--- src/rtl/cb_pkg.sv ---
package cb_pkg;

    typedef enum logic {
        SLOT_EMPTY = 1'b0,
        SLOT_HELD  = 1'b1
    } slot_state_t;

    typedef struct packed {
        logic got;
        logic is_res;
    } node_msg_t;

endpackage

--- src/rtl/cb_slot.sv ---
module cb_slot
    import cb_pkg::*;
#(
    parameter int PW = 16
) (
    input  logic          clk,
    input  logic          rst_n,
    input  logic          wr_en,
    input  logic          rd_en,
    input  logic [PW-1:0] wr_data,
    output logic          held,
    output logic [PW-1:0] data
);

    slot_state_t state, state_nxt;
    logic        load;

    // State register.
    always_ff @(posedge clk) begin
        if (!rst_n) begin
            state <= SLOT_EMPTY;
        end else begin
            state <= state_nxt;
        end
    end

    // Payload register; loads only on the FILL or SWAP transition.
    always_ff @(posedge clk) begin
        if (!rst_n) begin
            data <= '0;
        end else if (load) begin
            data <= wr_data;
        end
    end

    // Transitions: FILL, DRAIN, SWAP.
    always_comb begin
        state_nxt = state;
        load      = 1'b0;
        unique case (state)
            SLOT_EMPTY: begin
                if (wr_en) begin
                    state_nxt = SLOT_HELD;      // FILL
                    load      = 1'b1;
                end
            end
            SLOT_HELD: begin
                if (rd_en && wr_en) begin
                    state_nxt = SLOT_HELD;      // SWAP
                    load      = 1'b1;
                end else if (rd_en) begin
                    state_nxt = SLOT_EMPTY;     // DRAIN
                end
            end
            default: state_nxt = SLOT_EMPTY;
        endcase
    end

    // Output process.
    always_comb begin
        held = (state == SLOT_HELD);
    end

    AST_HELD_DATA_STABLE: assert property (@(posedge clk) disable iff (!rst_n)
        (held && !wr_en) |=> $stable(data));

    AST_NO_OVERWRITE: assert property (@(posedge clk) disable iff (!rst_n)
        (held && wr_en) |-> rd_en);

endmodule

--- src/rtl/cb_resv_cnt.sv ---
module cb_resv_cnt #(
    parameter int CW = 3
) (
    input  logic clk,
    input  logic rst_n,
    input  logic push,
    input  logic pop,
    output logic busy
);

    localparam logic [CW-1:0] CNT_MAX = {CW{1'b1}};

    logic [CW-1:0] cnt;
    logic          do_inc, do_dec;

    always_comb begin
        do_inc = push && !pop && (cnt != CNT_MAX);
        do_dec = pop && !push && (cnt != '0);
    end

    always_ff @(posedge clk) begin
        if (!rst_n) begin
            cnt <= '0;
        end else if (do_inc) begin
            cnt <= cnt + 1'b1;
        end else if (do_dec) begin
            cnt <= cnt - 1'b1;
        end
    end

    always_comb begin
        busy = (cnt != '0);
    end

    AST_CNT_FLOOR: assert property (@(posedge clk) disable iff (!rst_n)
        (!busy && !push) |=> !busy);

    AST_CNT_RISE: assert property (@(posedge clk) disable iff (!rst_n)
        (!busy && push && !pop) |=> busy);

endmodule

--- src/rtl/cb_contention_buf.sv ---
module cb_contention_buf
    import cb_pkg::*;
#(
    parameter int W  = 8,
    parameter int PW = 16,
    parameter int N  = 4,
    parameter int TW = 16,
    parameter int CW = 3
) (
    input  logic                 clk,
    input  logic                 rst_n,
    input  logic [TW-1:0]        t_now,
    input  logic                 arr_vld,
    input  logic                 arr_is_res,
    input  logic [PW-1:0]        arr_data,
    input  logic                 rd_req,
    input  logic [$clog2(W)-1:0] rd_ts,
    input  logic [N-1:0]         res_push,
    input  logic [N-1:0]         res_pop,
    output logic                 cur_free,
    output logic                 wr_ack,
    output logic                 rd_vld,
    output logic [PW-1:0]        rd_data,
    output logic                 rd_err,
    output logic [1:0]           msg,
    output logic [N-1:0]         blk_vec
);

    localparam int IW = $clog2(W);

    logic [IW-1:0] idx_w;
    logic [W-1:0]  held;
    logic [W-1:0]  wr_en, rd_en;
    logic [PW-1:0] slot_data [W];
    logic          rd_hit;
    node_msg_t     msg_q, msg_d;

    always_comb begin
        idx_w    = t_now[IW-1:0];
        rd_hit   = rd_req && held[rd_ts];
        rd_vld   = rd_hit;
        rd_err   = rd_req && !held[rd_ts];
        rd_data  = rd_hit ? slot_data[rd_ts] : '0;
        cur_free = !held[idx_w] || (rd_hit && (rd_ts == idx_w));
        wr_ack   = arr_vld && !arr_is_res && cur_free;
        msg_d.got    = arr_vld && (arr_is_res || wr_ack);
        msg_d.is_res = arr_vld && arr_is_res;
    end

    for (genvar k = 0; k < W; k++) begin : g_slot
        always_comb begin
            wr_en[k] = wr_ack && (idx_w == IW'(k));
            rd_en[k] = rd_hit && (rd_ts == IW'(k));
        end

        cb_slot #(.PW(PW)) u_slot (
            .clk     (clk),
            .rst_n   (rst_n),
            .wr_en   (wr_en[k]),
            .rd_en   (rd_en[k]),
            .wr_data (arr_data),
            .held    (held[k]),
            .data    (slot_data[k])
        );
    end

    for (genvar j = 0; j < N; j++) begin : g_cnt
        cb_resv_cnt #(.CW(CW)) u_cnt (
            .clk   (clk),
            .rst_n (rst_n),
            .push  (res_push[j]),
            .pop   (res_pop[j]),
            .busy  (blk_vec[j])
        );
    end

    always_ff @(posedge clk) begin
        if (!rst_n) begin
            msg_q <= '0;
        end else begin
            msg_q <= msg_d;
        end
    end

    always_comb begin
        msg = msg_q;
    end

    AST_WRITE_LANDS: assert property (@(posedge clk) disable iff (!rst_n)
        wr_ack |=> held[$past(idx_w)]);

    AST_READ_EMPTIES: assert property (@(posedge clk) disable iff (!rst_n)
        (rd_vld && !(wr_ack && (idx_w == rd_ts))) |=> !held[$past(rd_ts)]);

    AST_RES_MSG: assert property (@(posedge clk) disable iff (!rst_n)
        (arr_vld && arr_is_res) |=> (msg == 2'b11));

    AST_RD_EXCLUSIVE: assert property (@(posedge clk) disable iff (!rst_n)
        !(rd_vld && rd_err));

endmodule

--- config.mk ---
export PLATFORM = sky130hd
export DESIGN_NAME = cb_contention_buf
export DESIGN_NICKNAME = d
export VERILOG_FILES = /design/src/rtl/cb_pkg.sv /design/src/rtl/cb_slot.sv /design/src/rtl/cb_resv_cnt.sv /design/src/rtl/cb_contention_buf.sv
export SDC_FILE = /design/constraint.sdc
export NUM_CORES = 1
export LEC_CHECK = 0
export ABC_AREA = 1
export BUFFER_PORTS_ARGS = -buffer_cell sky130_fd_sc_hd__buf_2
export CORE_ASPECT_RATIO = 0.5
export CORE_MARGIN = 2
export CORE_UTILIZATION = 55
export CTS_CLUSTER_DIAMETER = 50
export CTS_CLUSTER_SIZE = 30
export DETAILED_ROUTE_END_ITERATION = 8
export PLACE_DENSITY_LB_ADDON = 0.08
export SYNTH_ARGS = -nofsm -noshare
export SYNTH_HDL_FRONTEND = slang
export SYNTH_HIERARCHICAL = 1
export SYNTH_SLANG_ARGS = --single-unit
--- constraint.sdc ---
create_clock -name clk -period 1.75 [get_ports clk]
set_input_delay 0.35 -clock clk [delete_from_list [all_inputs] [get_ports clk]]
set_output_delay 0.35 -clock clk [all_outputs]
set_load 0.01 [all_outputs]
; ---- After elaboration in Yosys (flattened, before gate mapping)
; Index checks and enable logic that the tools add are counted.
[classes]
n_reduce_logical = 70
magnitude_cmp = 3
n_mux = 64
eq_ne = 19
n_addsub = 8
n_bitwise = 9
[ops]
columns = operator, count
row1 = 16-bit binary-select mux with 3-bit select, 1
row2 = 16-bit two-way mux, 3
row3 = 1-bit logical AND, 47
row4 = 1-bit two-way mux, 34
row5 = 1-bit one-hot mux with 2 select lines, 16
row6 = 3-bit equality test (second input constant), 8
row7 = 3-bit two-way mux, 8
row8 = 3-bit by 1-bit adder with 3-bit output (second input constant), 4
row9 = 3-bit by 2-bit equality test with 1-bit output (second input constant), 4
row10 = 3-bit inequality test (second input constant), 4
row11 = 3-bit nonzero test, 4
row12 = 3-bit by 1-bit subtractor with 3-bit output (second input constant), 4
row13 = 1-bit zero test, 11
row14 = 3-bit by 4-bit less-than comparator with 1-bit output (second input constant), 2
row15 = 1-bit inverter, 8
row16 = 2-bit nonzero test, 4
row17 = 1-bit binary-select mux with 3-bit select, 2
row18 = 3-bit by 1-bit equality test with 1-bit output (second input constant), 2
row19 = 3-bit zero test, 2
row20 = 4-bit greater-or-equal comparator (second input constant), 1
row21 = 3-bit inverter with 4-bit output, 1
row22 = 3-bit equality test, 1
row23 = 1-bit logical OR, 2
[word_totals]
register_bits = 150
inputBits = 48
word_cells = 195

; ---- Depth between registers and ports, before layout
[depth]
word_depth = 10
depth_mapped = 15
ltp_nobuf = 14

; ---- Cells and area by module
; Netlist, hierarchy kept.
[by_module_without_submodules]
columns = module, instances, cells_each, area_per_inst_um2, seq_area_each_um2
row1 = cb_slot, 8, 110, 809.5, 340.3
row2 = cb_contention_buf, 1, 330, 1590.3, 40.0
row3 = cb_resv_cnt, 4, 29, 187.7, 60.1

; ---- Worst setup path after synthesis
; Ideal clock, no wire load.
[synth_path]
kind = input -> register
from = input port t_now[0]
to = register g_slot[0].u_slot.data[13]
path_buffers = 2
stages = 13
required_time_ns = 1.635
path_slack_ns = -0.056
setup_time_ns = 0.115
t_arrival_ns = 1.691
cell_sequence = inv_1 nand2_1 or2_2 nand4_1 nand2_1 nand2_1 nand2_2 nor2_1 buf_6 buf_6 nand3_1 nand2_1 nor2_1
[synth_via]
elab_chain_cells = 9
[synth_lines]
columns = item, line
row1 = "start, declared", cb_contention_buf.sv:12  ; input logic [TW-1:0] t_now,
row2 = 1-bit binary-select mux with 3-bit select, cb_contention_buf.sv:44  ; cur_free = !held[idx_w] || (rd_hit && (rd_ts == idx_w));
row3 = 1-bit two-way mux (implied by the code), cb_contention_buf.sv:44
row4 = 1-bit zero test, cb_contention_buf.sv:44
row5 = 1-bit logical OR *, cb_contention_buf.sv:44
row6 = net cur_free, cb_contention_buf.sv:20  ; output logic cur_free,
row7 = 1-bit logical AND *, cb_contention_buf.sv:45  ; wr_ack = arr_vld && !arr_is_res && cur_free;
row8 = 1-bit logical AND *, cb_contention_buf.sv:52  ; wr_en[k] = wr_ack && (idx_w == IW'(k));
row9 = net wr_en[0], cb_contention_buf.sv:33  ; logic [W-1:0] wr_en, rd_en;
row10 = 1-bit logical AND, cb_slot.sv:48  ; if (rd_en && wr_en) begin
row11 = 1-bit two-way mux, cb_slot.sv:48
row12 = 1-bit one-hot mux with 2 select lines *, cb_slot.sv:40  ; unique case (state)
row13 = "end signal, assigned", cb_slot.sv:32  ; data <= wr_data;
row14 = "end, declared", cb_slot.sv:12  ; output logic [PW-1:0] data
; Mark *: on every way through the listed nets, which the timed path passes. The rest lies on a longest branch. The select of a mux whose other input is x is not followed.
; A chain may end at the register's enable or synchronous reset.

; ---- Final worst setup path
[layout_path]
from = input port rd_ts[0]
to = output port rd_data[2]
[layout_via]
elab_chain_cells = 5
[layout_lines]
columns = item, line
row1 = "start, declared", cb_contention_buf.sv:17  ; input logic [$clog2(W)-1:0] rd_ts,
row2 = 3-bit inverter with 4-bit output (implied by the code), cb_contention_buf.sv:43  ; rd_data = rd_hit ? slot_data[rd_ts] : '0;
row3 = 16-bit binary-select mux with 3-bit select, cb_contention_buf.sv:43
row4 = 16-bit two-way mux (implied by the code) (2 in a row), cb_contention_buf.sv:43
row5 = 16-bit two-way mux *, cb_contention_buf.sv:43
row6 = "end, declared", cb_contention_buf.sv:23  ; output logic [PW-1:0] rd_data,
; Every way passes the cells marked *; elsewhere a longest branch is shown, timed or not. The select of a mux whose other input is x is not followed.

==> flow_metrics.tcl <==
set metrics [dict create \
    fp.dieW_um 183.1 \
    regToRegStartpoint "g_slot[3].u_slot/held" \
    synth_seq_cells 150 \
    n_antenna_cell 0 \
    worst_path_max_delay_cell "o21ai_0" \
    cts_root_buffer "clkbuf_16" \
    slew_headroom_pct 63.27 \
    via_per_inst 6.469 \
    place_congestion 0.9608 \
    drtIter0Drc 1826 \
    worstSetupStartpoint "rd_ts[0]" \
    finalHoldViolations 0 \
    clk_pin_slew_worst_paths_ns 0.07 \
    die_h_um 93.53 \
    met1_usage_pct 52.19 \
    synth_flop_cell "dfxtp_1" \
    whs_endpoint "msg[0]" \
    cp_max_fo 12 \
    clock_sinks 150 \
    wl_mm 42.93 \
    critPathRequiredTime_ns 1.40 \
    hpwl_mm 17.11 \
    fmax_mhz 447.8 \
    gr-total-overflow 0 \
    syn_avg_cell_area_um2 6.649 \
    syn_nets 1378 \
    violations "negative setup slack" \
    skew_ns 0.01314 \
    cts_hold_buf 0 \
    gr-usage-met3_pct 9.229 \
    p_int_mw 6.650 \
    post-route-util_pct 86.38 \
    postSynthCellCount 1326 \
    period_share_pct 127.6 \
    p_per_area_nw_per_um2 711.5 \
    wire_per_inst_um 25.11 \
    p_sw_mw 2.898 \
    min_from "arr_vld" \
    peakVddDrop_v 0.0007265 \
    nets 1545 \
    drc 0 \
    finalWorstSetupSlack_ns -0.4830 \
    antenna_found_initial 1 \
    tightestPinTransition_ns 0.5490 \
    critPathLaunchType "primary input" \
    core_um2 15530 \
    finalSetupViolCount 157 \
    seqPwrFrac_pct 37.9 \
    path_cells "buf_4 > inv_8 > buf_12 > buf_4 > nor2_1 > o21ai_0 > o221ai_1 > nand2_1 > nand2_1 > nor2_4 > buf_6" \
    ff2ff_setup_slack_ns -0.44 \
    grt.busiest_layer "met2" \
    synth_cell_type_count 26 \
    final_layout_size_suffix_gt1_share_pct 40.44 \
    netlist.top_cell.by_area "dfxtp_1" \
    hold-path-cell-count 3 \
    io_buffers 60 \
    reg2regPathDepth 14 \
    p_leak_nw 5.976 \
    holdCritPathClass "primary input to register" \
    yosys.area.top_type_share_pct 34.06 \
    cts_made_buffers 17 \
    slowest_delay_ns 0.25 \
    grt_pass1_wl_mm 53.07 \
    yosysWarnings 6 \
    initial_core_util_pct 56.76 \
    grt_max_degree 49 \
    synth.cell_area_um2 8817 \
    yosysSeqAreaShare_pct 34.06 \
    p_total_mw 9.548 \
    drv_cap 0 \
    met2_usage_pct 64.87 \
    swShare_pct 30.35 \
    power.share.clock_pct 42.7 \
    synth_area_leaders "dfxtp_1, nor2_1, nand2_1, inv_1, a21oi_1" \
    async_reset_ff_share_pct 0 \
    cp-end-kind "output pin" \
    grt_setup_unrepaired "yes" \
    grtUsageTotal_pct 40.66 \
    rows 32 \
    die_area_um2 17120 \
    num_vias 11060 \
    firstDrtPassIters 8 \
    outcome "finished with violations" \
    r2r_end "g_slot[2].u_slot/data[12]" \
    cts_tree "yes" \
    period_minus_slack_ns 2.233 \
    cts.htree.levels 4 \
    place_ws_ns -0.5038 \
    pwr-share-comb_pct 19.4 \
    crit_arrival_ns 1.88 \
    worstSkewPairLatency_ns 0.45 \
    cts_buffer_depth 2 \
    holdWs_ns 0.2001 \
    areaGrowthSynthToFinish_pct 52.19 \
    pin_count 74 \
    critPathKind "primary input to output pin" \
    synth_edf_count 0 \
    drv_slew 0 \
    grt_pass1_vias 9823 \
    ant_nets 0 \
]
[power by group through the flow]
stage	registers, mW	logic (mW)	clock network (mW)
after floorplan	3.66	0.837	0
after global placement	3.67	1.25	0
after detailed placement	3.68	1.28	0
after CTS	3.61	1.57	3.97
after global routing	3.63	1.94	4.20
final	3.62	1.85	4.08
[flip-flops by register name, summed over array words and instances, names as in the netlist]
name	cells
msg	2
g_cnt.u_cnt/cnt	12
g_slot.u_slot/held	8
g_slot.u_slot/data	128
[cells in the mapped netlist (4+ instances only)]
master    count
o21ai_0      42
inv_1       187
buf_4        16
nor2_2       10
a21oi_1     133
buf_2        14
nand2_4       9
dfxtp_1     150
nand3_2      26
fa_1          4
a21boi_1      8
clkbuf_1     13
buf_6        50
o221ai_1     30
nand2_2      13
nand3_1     122
nand2_1     235
inv_2        11
nor2_1      243
[stage by stage]
step	cells	cell area, um2	setup TNS [ns]
3_3_place_gp	1573	9517	-57.35
2_1_floorplan	1326	8820	-1.259
6_report	1710	13420	-57.14
4_1_cts	1696	12640	-39.79
3_5_place_dp	1573	9517	-58.10
5_1_grt	1710	13420	-65.81
[how the worst max path moves through the flow]
stage,endpoint,depth (start not counted)
finish,rd_data[2],11
global route,rd_data[13],11
CTS,rd_data[12],10
detailed placement,rd_data[11],11
global placement,g_slot[2].u_slot/data[11],13
floorplan,g_slot[0].u_slot/data[13],13
[what timing repair did]
action | 4_1_cts | 5_1_grt
hold endpoints to repair | 0 | 0
gates cloned | 32 | 29
gates resized for setup | 267 | 189
setup endpoints to repair | 155 | 157
setup buffers | 61 | 20
pin swaps | 69 | 83
[routing by layer]
metal  vias to the layer above  part of all wire (%)
li1                       4511                     -
met1                      5075                    35
met2                      1079                    42
met3                       395                    15
met4                         2                   7.9
met5                         -                 0.021
[cells by family (layout without fill, tap and decap cells)]
group | after synthesis | after routing | share of synthesized area (%)
adders and majority gates | 4 | 4 | 0.9082
and+or+nand+nor | 663 | 663 | 33.52
AOI/OAI and AO/OA | 216 | 216 | 13.82
xor gates and xnor gates | 1 | 1 | 0.09935
buffers and inverters | 292 | 472 | 17.60
DFF | 150 | 150 | 34.06
[final cells by class]
type	instances	area [um2]
clock buffers	21	450.4
clock inverters	11	173.9
fillers	746	2116
inverters	199	777.0
multi-input cells	884	5605
flip-flops and latches	150	3020
well taps	204	255.2
repair buffers	240	3126
repair inverters	1	11.26
[worst max-delay path: cells and delay by family]
kind,cells,cell delay (ns)
compound gates,2,0.47
buf+inv,5,0.70
simple gates,4,0.36
[layout by cell type, fill, tap and decap left out, drive strengths merged, types with 3 or more instances in the layout]
cell and instances:
nor2 254, o221ai 30, a21boi 8, nand2 257
nand3 148, bufinv 4, inv 201, fa 4
buf 217, dfxtp 150, clkbuf 44, o21ai 42
clkinvlp 3, clkinv 3, a21oi 133
(Power assumes the default switching activity.)
